File: src/rtl/flash_rd_pkg.sv
// Package: shared command codes, configuration bit positions, read modes
// and the computed array contents used by the burst-read flash interface.
package flash_rd_pkg;

    typedef enum logic [1:0] {
        MODE_ARRAY  = 2'd0,
        MODE_IDENT  = 2'd1,
        MODE_CFGSET = 2'd2
    } rd_mode_e;

    localparam logic [7:0]  CMD_CFG_SETUP   = 8'h60;
    localparam logic [7:0]  CMD_CFG_CONFIRM = 8'h03;
    localparam logic [7:0]  CMD_READ_ID     = 8'h90;
    localparam logic [7:0]  CMD_READ_ARRAY  = 8'hFF;
    localparam logic [7:0]  ID_CFG_OFFSET   = 8'h05;
    localparam logic [15:0] CFG_RESET       = 16'hBFCF;

    localparam int CB_ASYNC   = 15;
    localparam int CB_LAT_HI  = 13;
    localparam int CB_LAT_LO  = 11;
    localparam int CB_WPOL    = 10;
    localparam int CB_HOLD2   = 9;
    localparam int CB_WLEAD   = 8;
    localparam int CB_RISE    = 6;
    localparam int CB_NOWRAP  = 3;
    localparam int CB_BL_HI   = 2;
    localparam int CB_BL_LO   = 0;

    // Array word for a given index: upper byte scrambled, lower byte plain.
    function automatic logic [15:0] array_word(input logic [15:0] idx);
        return {idx[7:0] ^ 8'hC3, idx[7:0]};
    endfunction

endpackage

File: src/rtl/flash_cmd_ctrl.sv
// Command decoder: tracks the read mode and owns the configuration word.
// Assumes one write per cycle in which wr_stb is high; the value loaded is
// taken from the confirm write of the two-write setup pair.
module flash_cmd_ctrl
    import flash_rd_pkg::*;
(
    input  logic             clk,
    input  logic             rst_n,
    input  logic             wr_stb,
    input  logic [7:0]       cmd,
    input  logic [15:0]      cfg_in,
    output logic [15:0]      cfg,
    output rd_mode_e         mode
);

    // Mode transitions and configuration capture on write cycles.
    always_ff @(posedge clk) begin
        if (!rst_n) begin
            cfg  <= CFG_RESET;
            mode <= MODE_ARRAY;
        end else if (wr_stb) begin
            if (mode == MODE_CFGSET) begin
                mode <= MODE_ARRAY;
                if (cmd == CMD_CFG_CONFIRM) begin
                    cfg <= cfg_in;
                end
            end else begin
                case (cmd)
                    CMD_CFG_SETUP:  mode <= MODE_CFGSET;
                    CMD_READ_ID:    mode <= MODE_IDENT;
                    CMD_READ_ARRAY: mode <= MODE_ARRAY;
                    default:        mode <= mode;
                endcase
            end
        end
    end

endmodule

File: src/rtl/flash_burst_seq.sv
// Burst sequencer: counts the first-access latency, paces words by the hold
// length, generates the wrap or linear address order and raises WAIT.
// Assumes start and stop are never high together (start needs ce_n low).
module flash_burst_seq
    import flash_rd_pkg::*;
#(
    parameter int IDX_W = 8
) (
    input  logic             clk,
    input  logic             rst_n,
    input  logic             start,
    input  logic             stop,
    input  logic [IDX_W-1:0] start_idx,
    input  logic [2:0]       lat_code,
    input  logic             hold2,
    input  logic             wlead,
    input  logic             nowrap,
    input  logic [2:0]       bl_code,
    output logic             valid,
    output logic             wait_act,
    output logic [15:0]      word
);

    localparam int CW = 3;

    logic             busy;
    logic [CW-1:0]    cnt;
    logic             phase;
    logic [IDX_W-1:0] base;
    logic [IDX_W-1:0] widx;
    logic [CW-1:0]    lat;
    logic [CW-1:0]    lead;
    logic [IDX_W-1:0] mask;
    logic             wrap_on;
    logic [IDX_W-1:0] offs;
    logic [IDX_W-1:0] cur;

    // Latency decode: reserved codes fall back to the longest latency.
    always_comb begin
        lat = (lat_code >= 3'd2 && lat_code <= 3'd5) ? lat_code : 3'd5;
    end

    // Early WAIT release amount: one word-hold period when enabled.
    always_comb begin
        lead = wlead ? (hold2 ? 3'd2 : 3'd1) : 3'd0;
    end

    // Burst length decode into an address mask and wrap enable.
    always_comb begin
        mask    = '0;
        wrap_on = 1'b0;
        case (bl_code)
            3'd1: begin mask = IDX_W'(3);  wrap_on = !nowrap; end
            3'd2: begin mask = IDX_W'(7);  wrap_on = !nowrap; end
            3'd3: begin mask = IDX_W'(15); wrap_on = !nowrap; end
            default: begin mask = '0; wrap_on = 1'b0; end
        endcase
    end

    // Latency counter, hold phase and word index.
    always_ff @(posedge clk) begin
        if (!rst_n) begin
            busy  <= 1'b0;
            cnt   <= '0;
            phase <= 1'b0;
            widx  <= '0;
            base  <= '0;
        end else if (start) begin
            busy  <= 1'b1;
            cnt   <= '0;
            phase <= 1'b0;
            widx  <= '0;
            base  <= start_idx;
        end else if (stop) begin
            busy  <= 1'b0;
        end else if (busy) begin
            if (cnt != lat) begin
                cnt <= cnt + 1'b1;
            end else if (!hold2 || phase) begin
                widx  <= widx + 1'b1;
                phase <= 1'b0;
            end else begin
                phase <= 1'b1;
            end
        end
    end

    // Address order and outputs.
    always_comb begin
        offs     = base + widx;
        cur      = wrap_on ? ((base & ~mask) | (offs & mask)) : offs;
        valid    = busy && (cnt == lat);
        wait_act = busy && ({1'b0, cnt} + {1'b0, lead} < {1'b0, lat});
        word     = valid ? array_word(16'(cur)) : 16'h0000;
    end

endmodule

File: src/rtl/flash_out_stage.sv
// Output edge selector: passes burst outputs straight through for rising-
// edge operation, or presents a copy taken on the falling clock edge.
module flash_out_stage #(
    parameter int DW = 16
) (
    input  logic          clk,
    input  logic          rst_n,
    input  logic          rise_edge,
    input  logic [DW-1:0] d_in,
    input  logic          v_in,
    input  logic          w_in,
    output logic [DW-1:0] d_out,
    output logic          v_out,
    output logic          w_out
);

    logic [DW-1:0] d_neg;
    logic          v_neg;
    logic          w_neg;

    // Falling-edge copy of the sequencer outputs.
    always_ff @(negedge clk) begin
        if (!rst_n) begin
            d_neg <= '0;
            v_neg <= 1'b0;
            w_neg <= 1'b0;
        end else begin
            d_neg <= d_in;
            v_neg <= v_in;
            w_neg <= w_in;
        end
    end

    // Edge selection.
    always_comb begin
        d_out = rise_edge ? d_in : d_neg;
        v_out = rise_edge ? v_in : v_neg;
        w_out = rise_edge ? w_in : w_neg;
    end

endmodule

File: src/rtl/flash_burst_rd.sv
// Top: burst-read flash interface. Decodes bus strobes, holds the read
// configuration, and selects between asynchronous, identifier and burst
// read data. Assumes the bus is idle (ce_n high) around write cycles.
module flash_burst_rd
    import flash_rd_pkg::*;
#(
    parameter int IDX_W = 8
) (
    input  logic        clk,
    input  logic        rst_n,
    input  logic        ce_n,
    input  logic        adv_n,
    input  logic        we_n,
    input  logic        oe_n,
    input  logic [15:0] addr,
    input  logic [7:0]  cmd,
    output logic [15:0] rdata,
    output logic        dvalid,
    output logic        wait_o
);

    logic        wr_stb;
    logic        burst_go;
    logic [15:0] cfg;
    rd_mode_e    mode;
    logic        seq_valid;
    logic        seq_wait;
    logic [15:0] seq_word;
    logic [15:0] st_word;
    logic        st_valid;
    logic        st_wait;
    logic        async_sel;
    logic [15:0] async_word;

    // Strobe decode for writes and burst starts.
    always_comb begin
        wr_stb   = !ce_n && !we_n;
        burst_go = !ce_n && !adv_n && we_n && (mode == MODE_ARRAY) && !cfg[CB_ASYNC];
    end

    flash_cmd_ctrl u_cmd (
        .clk    (clk),
        .rst_n  (rst_n),
        .wr_stb (wr_stb),
        .cmd    (cmd),
        .cfg_in (addr),
        .cfg    (cfg),
        .mode   (mode)
    );

    flash_burst_seq #(.IDX_W(IDX_W)) u_seq (
        .clk       (clk),
        .rst_n     (rst_n),
        .start     (burst_go),
        .stop      (ce_n),
        .start_idx (addr[IDX_W-1:0]),
        .lat_code  (cfg[CB_LAT_HI:CB_LAT_LO]),
        .hold2     (cfg[CB_HOLD2]),
        .wlead     (cfg[CB_WLEAD]),
        .nowrap    (cfg[CB_NOWRAP]),
        .bl_code   (cfg[CB_BL_HI:CB_BL_LO]),
        .valid     (seq_valid),
        .wait_act  (seq_wait),
        .word      (seq_word)
    );

    flash_out_stage #(.DW(16)) u_out (
        .clk       (clk),
        .rst_n     (rst_n),
        .rise_edge (cfg[CB_RISE]),
        .d_in      (seq_word),
        .v_in      (seq_valid),
        .w_in      (seq_wait),
        .d_out     (st_word),
        .v_out     (st_valid),
        .w_out     (st_wait)
    );

    // Untimed read path for array (async mode) and identifier reads.
    always_comb begin
        async_sel  = (mode != MODE_ARRAY) || cfg[CB_ASYNC];
        if (mode == MODE_IDENT) begin
            async_word = (addr[7:0] == ID_CFG_OFFSET) ? cfg : 16'h0000;
        end else begin
            async_word = array_word(16'(addr[IDX_W-1:0]));
        end
    end

    // Output selection and WAIT polarity.
    always_comb begin
        if (async_sel) begin
            rdata = (!ce_n && !oe_n) ? async_word : 16'h0000;
        end else begin
            rdata = st_word;
        end
        dvalid = st_valid;
        wait_o = st_wait ? cfg[CB_WPOL] : !cfg[CB_WPOL];
    end

endmodule

File: config.mk
export PLATFORM = sky130hd
export DESIGN_NAME = flash_burst_rd
export DESIGN_NICKNAME = d
export VERILOG_FILES = /design/src/rtl/flash_rd_pkg.sv /design/src/rtl/flash_cmd_ctrl.sv /design/src/rtl/flash_burst_seq.sv /design/src/rtl/flash_out_stage.sv /design/src/rtl/flash_burst_rd.sv
export SDC_FILE = /design/constraint.sdc
export NUM_CORES = 1
export LEC_CHECK = 0
export ABC_AREA = 1
export BUFFER_PORTS_ARGS = -buffer_cell sky130_fd_sc_hd__buf_2
export CAP_MARGIN = 40
export CORE_ASPECT_RATIO = 1.2
export CORE_MARGIN = 8
export CORE_UTILIZATION = 38
export CTS_CLUSTER_DIAMETER = 60
export CTS_CLUSTER_SIZE = 8
export DETAILED_ROUTE_END_ITERATION = 8
export RECOVER_POWER = 50
export SLEW_MARGIN = 20
export SYNTH_ARGS = -nofsm -noshare
export SYNTH_HDL_FRONTEND = slang
export SYNTH_SLANG_ARGS = --single-unit
File: constraint.sdc
create_clock -name clk -period 3.24 [get_ports clk]
set_input_delay 0.486 -clock clk [delete_from_list [all_inputs] [get_ports clk]]
set_output_delay 0.486 -clock clk [all_outputs]
set_load 0.02 [all_outputs]
# --- Yosys cells after proc, flatten, opt, wreduce, memory -nomap -nowiden ---
# Cells that the tools add are included.
classes:
  n_addsub: 4
  order_cmp: 3
  eq_ne: 12
  muxes: 20
  bitwise: 9
  n_reduce_logical: 30
op_table:
  columns: ["cell", "count"]
  rows:
  - ["two-way mux 16 bit", 6]
  - ["== test 8 bit, second input constant", 2]
  - ["one-hot mux 4 bit (3 select lines)", 1]
  - ["logical AND 1 bit", 9]
  - ["AND reduction 3 bit", 3]
  - ["adder 8 x 1 -> 8 bit, second input constant", 1]
  - ["adder 8 bit", 1]
  - ["bitwise AND 8 x 4 -> 8 bit", 1]
  - ["bitwise AND 8 bit", 1]
  - ["== test 8 x 2 -> 1 bit, second input constant", 1]
  - ["== test 8 x 3 -> 1 bit, second input constant", 1]
  - ["== test 8 x 7 -> 1 bit, second input constant", 1]
  - ["logical NOT 1 bit", 8]
  - ["two-way mux 8 bit", 1]
  - ["inverter 4 bit", 2]
  - ["inverter 4 -> 8 bit", 1]
  - ["OR 8 bit", 1]
  - ["two-way mux 1 bit", 7]
  - ["== test 3 x 2 -> 1 bit, second input constant", 2]
  - ["two-way mux 3 bit", 2]
  - ["one-hot mux 2 bit (3 select lines)", 1]
  - ["adder 3 x 3 -> 4 bit", 1]
  - ["less-than comparator 4 x 3 -> 1 bit", 1]
  - ["two-way mux 2 bit", 2]
  - ["17 further kinds", 21]
word_totals:
  reg_bits: 57
  in_bits: 30
  out_inout_bits: 18
  wordCells: 88

# --- Logic depth before layout (Yosys ltp) ---
depth:
  ltp_word: 10
  mapped_depth: 13
  depth_no_buf: 13

# --- Cells and area by module ---
# A second synthesis with hierarchy kept.
unflattened:
  hier_cells: 621
  hier_area_um2: 3916.3
by_module_without_submodules:
  columns: ["module", "n_inst", "cells_each", "area_each_um2", "seq_area_each_um2"]
  rows:
  - ["flash_burst_seq", 1, 257, 1677.9, 420.4]
  - ["flash_cmd_ctrl", 1, 118, 853.3, 360.3]
  - ["flash_out_stage", 1, 115, 780.7, 360.3]
  - ["flash_burst_rd", 1, 131, 604.3, 0.0]

==> results.json <==
{
  "status": "finished with violations",
  "violations": "negative setup slack",
  "yosys_warnings": 0,
  "max_stage_delay_ps": 420,
  "initial_core_util_pct": 38.70,
  "die_x_um": 101.0,
  "final_util_pct": 48.69,
  "r2r_end": "u_out.w_neg$_SDFF_NN0_",
  "coreArea_sq_mm": 0.008518,
  "place_ws_ps": -171.3,
  "dieHeight_um": 118.0,
  "hpwl_um": 7457,
  "syn_area_sq_mm": 0.003297,
  "worst-path-stages": 9,
  "hold_violations": 0,
  "crit_type": "flop to flop",
  "grt_pass1_wl_um": 15570,
  "yosysUniqueCellTypes": 37,
  "hold_path.class": "input pin to flop",
  "crit_path_top_delay_cell": "fa_1",
  "critPathMaxFanout": 2,
  "fin_hold_ws_ps": 383.9,
  "p_leak_nw": 2.149,
  "grtUsageTotal_pct": 15.95,
  "yosys.area.top_type_share_pct": 32.18,
  "row_count": 37,
  "cts_sinks": 53,
  "vias": 3418,
  "cp-start-kind": "flop",
  "drc_errors": 0,
  "tightest_slew_ps": 679.9,
  "synth.area.top_cells": "dfxtp_1, nand2_1, inv_1",
  "hold_end": "u_cmd.cfg[15]$_SDFFE_PN1P_",
  "fp.dieArea_sq_mm": 0.01193,
  "final_antenna_net_count": 0,
  "required_ps": 1920,
  "maxCapViolations": 0,
  "via_per_inst": 4.794,
  "insertion_delay_ps": 370,
  "crit_arrival_ps": 2080,
  "io_pins": 48,
  "yosysSeqAreaShare_pct": 32.18,
  "r2r_slack_ps": -160,
  "yosys-top-cells-count": "nand2_1, inv_1, dfxtp_1",
  "cts_tree": "built",
  "whs_path_depth": 3,
  "ys.flop_type": "dfxtp_1",
  "ir_worst_vdd_mv": 0.1596,
  "ys_ff_latch": 53,
  "htree_levels": 2,
  "max_slew_margin_pct": 54.65,
  "drive_above_1_share_pct": 22.65,
  "clk_path_buf_depth": 2,
  "overflow": 0,
  "io_buffers": 47,
  "layout_setup_ws_ps": -156.0,
  "ctsRootBufferMaster": "clkbuf_8",
  "wirelength_um": 9263,
  "grt_max_degree": 25,
  "diodes": 0,
  "async_reset_ff_share_pct": 0,
  "routedWlPerCell_um": 12.99,
  "power_density_mw_per_mm2": 312.1,
  "cts-buffers-inserted": 5,
  "rsz0062_at_grt": "yes",
  "synth_nets": 556,
  "setup_viol": 1,
  "drt-initial-drc-count": 178,
  "total_power_mw": 1.295,
  "synth_area_leader_cell": "dfxtp_1",
  "place.gp.congestion": 0.8533,
  "path_buf_inv": 1,
  "syn2layout_area_growth_pct": 25.81,
  "crit_family": "adder cells",
  "reg2reg_depth": 9,
  "path_clk_slew_ps": 110,
  "synth_most_common_cell": "nand2_1",
  "firstDrtPassIters": 7,
  "antenna_found_initial": 0,
  "synth_edf_count": 0,
  "synth_area_per_cell_sq_um": 6.452,
  "r2r-start": "u_cmd.cfg[8]$_SDFFE_PN1P_",
  "skew_ps": 64.61,
  "worstPathCellList": "inv_2 > nor2_2 > ha_2 > fa_1 > ha_1 > a21o_1 > nand2_2 > nand2_1 > nor2_1",
  "grt_pass1_vias": 3298,
  "synthCells": 511,
  "hp-start": "addr[15]",
  "drv_slew": 0,
  "cp-end-kind": "flop",
  "final_nets": 640
}
[worst max path at each step]
stage                              startpoint                      to  slack, ps
floorplan           u_cmd.cfg[8]$_SDFFE_PN1P_  u_out.w_neg$_SDFF_NN0_        -70
global placement    u_cmd.cfg[8]$_SDFFE_PN1P_  u_out.w_neg$_SDFF_NN0_       -130
detailed placement  u_cmd.cfg[8]$_SDFFE_PN1P_  u_out.w_neg$_SDFF_NN0_       -170
CTS                 u_cmd.cfg[8]$_SDFFE_PN1P_  u_out.w_neg$_SDFF_NN0_       -140
global route        u_cmd.cfg[8]$_SDFFE_PN1P_  u_out.w_neg$_SDFF_NN0_       -280
finish              u_cmd.cfg[8]$_SDFFE_PN1P_  u_out.w_neg$_SDFF_NN0_       -160
[cells in the final DEF, fill, tap and decap left out, types with 2 or more instances in the layout]
cell / count
dfxtp_1: 46
buf_6: 10
nand4_1: 4
clkbuf_16: 2
inv_1: 69
ha_2: 2
clkbuf_1: 3
a21oi_2: 2
nand3b_1: 2
nor3_1: 4
buf_4: 31
clkbuf_8: 5
a211oi_1: 2
ha_4: 2
nor2_2: 3
dfxtp_2: 7
xnor2_1: 3
nand2_2: 17
nand2_4: 2
o21ai_0: 23
xor2_1: 5
nand3_2: 2
nor2_1: 39
ha_1: 9
nor4_1: 3
a21oi_1: 29
o211ai_1: 12
nand2_1: 166
inv_2: 7
buf_2: 32
or2_2: 3
nand3_1: 36
[worst register-to-register path, cell delays in order, from the launching register on]
cell and delay, ps:
dfxtp_2 350, inv_2 40, nor2_2 80, ha_2 200
fa_1 430, ha_1 280, a21o_1 190, nand2_2 70
nand2_1 50, nor2_1 100
[power breakdown]
group          internal [mW]  switching [mW]  total [mW]
Clock                  0.272           0.274       0.546
Sequential             0.652       0.0000733       0.652
Combinational         0.0374          0.0587      0.0961
Total                  0.962           0.333        1.29
[stage by stage]
stage	setup TNS, ps	area [sq um]	instances
2_1_floorplan	-68.74	3298	511
3_3_place_gp	-125.9	3797	690
3_5_place_dp	-200.3	3797	690
4_1_cts	-138.9	4004	711
5_1_grt	-377.7	4148	713
6_report	-156.0	4148	713
[layer usage]
| layer | wire length [um] | GRT usage [%] | vias up |
|---|---|---|---|
| met5 | 0 | 0 | - |
| met4 | 68 | 3.081 | 0 |
| met3 | 334 | 2.781 | 7 |
| met2 | 4657 | 27.51 | 59 |
| met1 | 4204 | 20.06 | 1559 |
| li1 | - | - | 1793 |
[cell families after synthesis]
kind of cell	after synthesis	share of synthesized area (%)
AND/OR/NAND/NOR	285	36.96
buffers and inverters	77	10.02
AO/OA/AOI/OAI	73	12.56
flip-flops	53	32.18
adder cells (fa/ha/maj)	15	6.148
XOR/XNOR	8	2.125
[state kept, by name, summed over array words and instances (netlist names)]
signal / count
u_cmd.cfg: 16
u_cmd.mode: 2
u_out.d_neg: 12
u_out.v_neg: 1
u_out.w_neg: 1
u_seq.base: 8
u_seq.busy: 1
u_seq.cnt: 3
u_seq.phase: 1
u_seq.widx: 8
[what timing repair did]
item | in CTS | in global routing
resized for setup | 12 | 49
pin swaps | 3 | 19
hold buffers | 0 | 0
endpoints found under the setup margin | 6 | 18
setup buffers | 0 | 2
[final cells by class]
cell class,instances,area [sq um]
timing repair buffer,76,516.7
clock inverter,15,61.31
sequential,53,1070
fill,909,4370
multi-input combinational,381,1993
tap,117,146.4
inverter,64,241.5
clock buffer,7,118.9
Note: power is estimated with default switching activity, not from simulation.
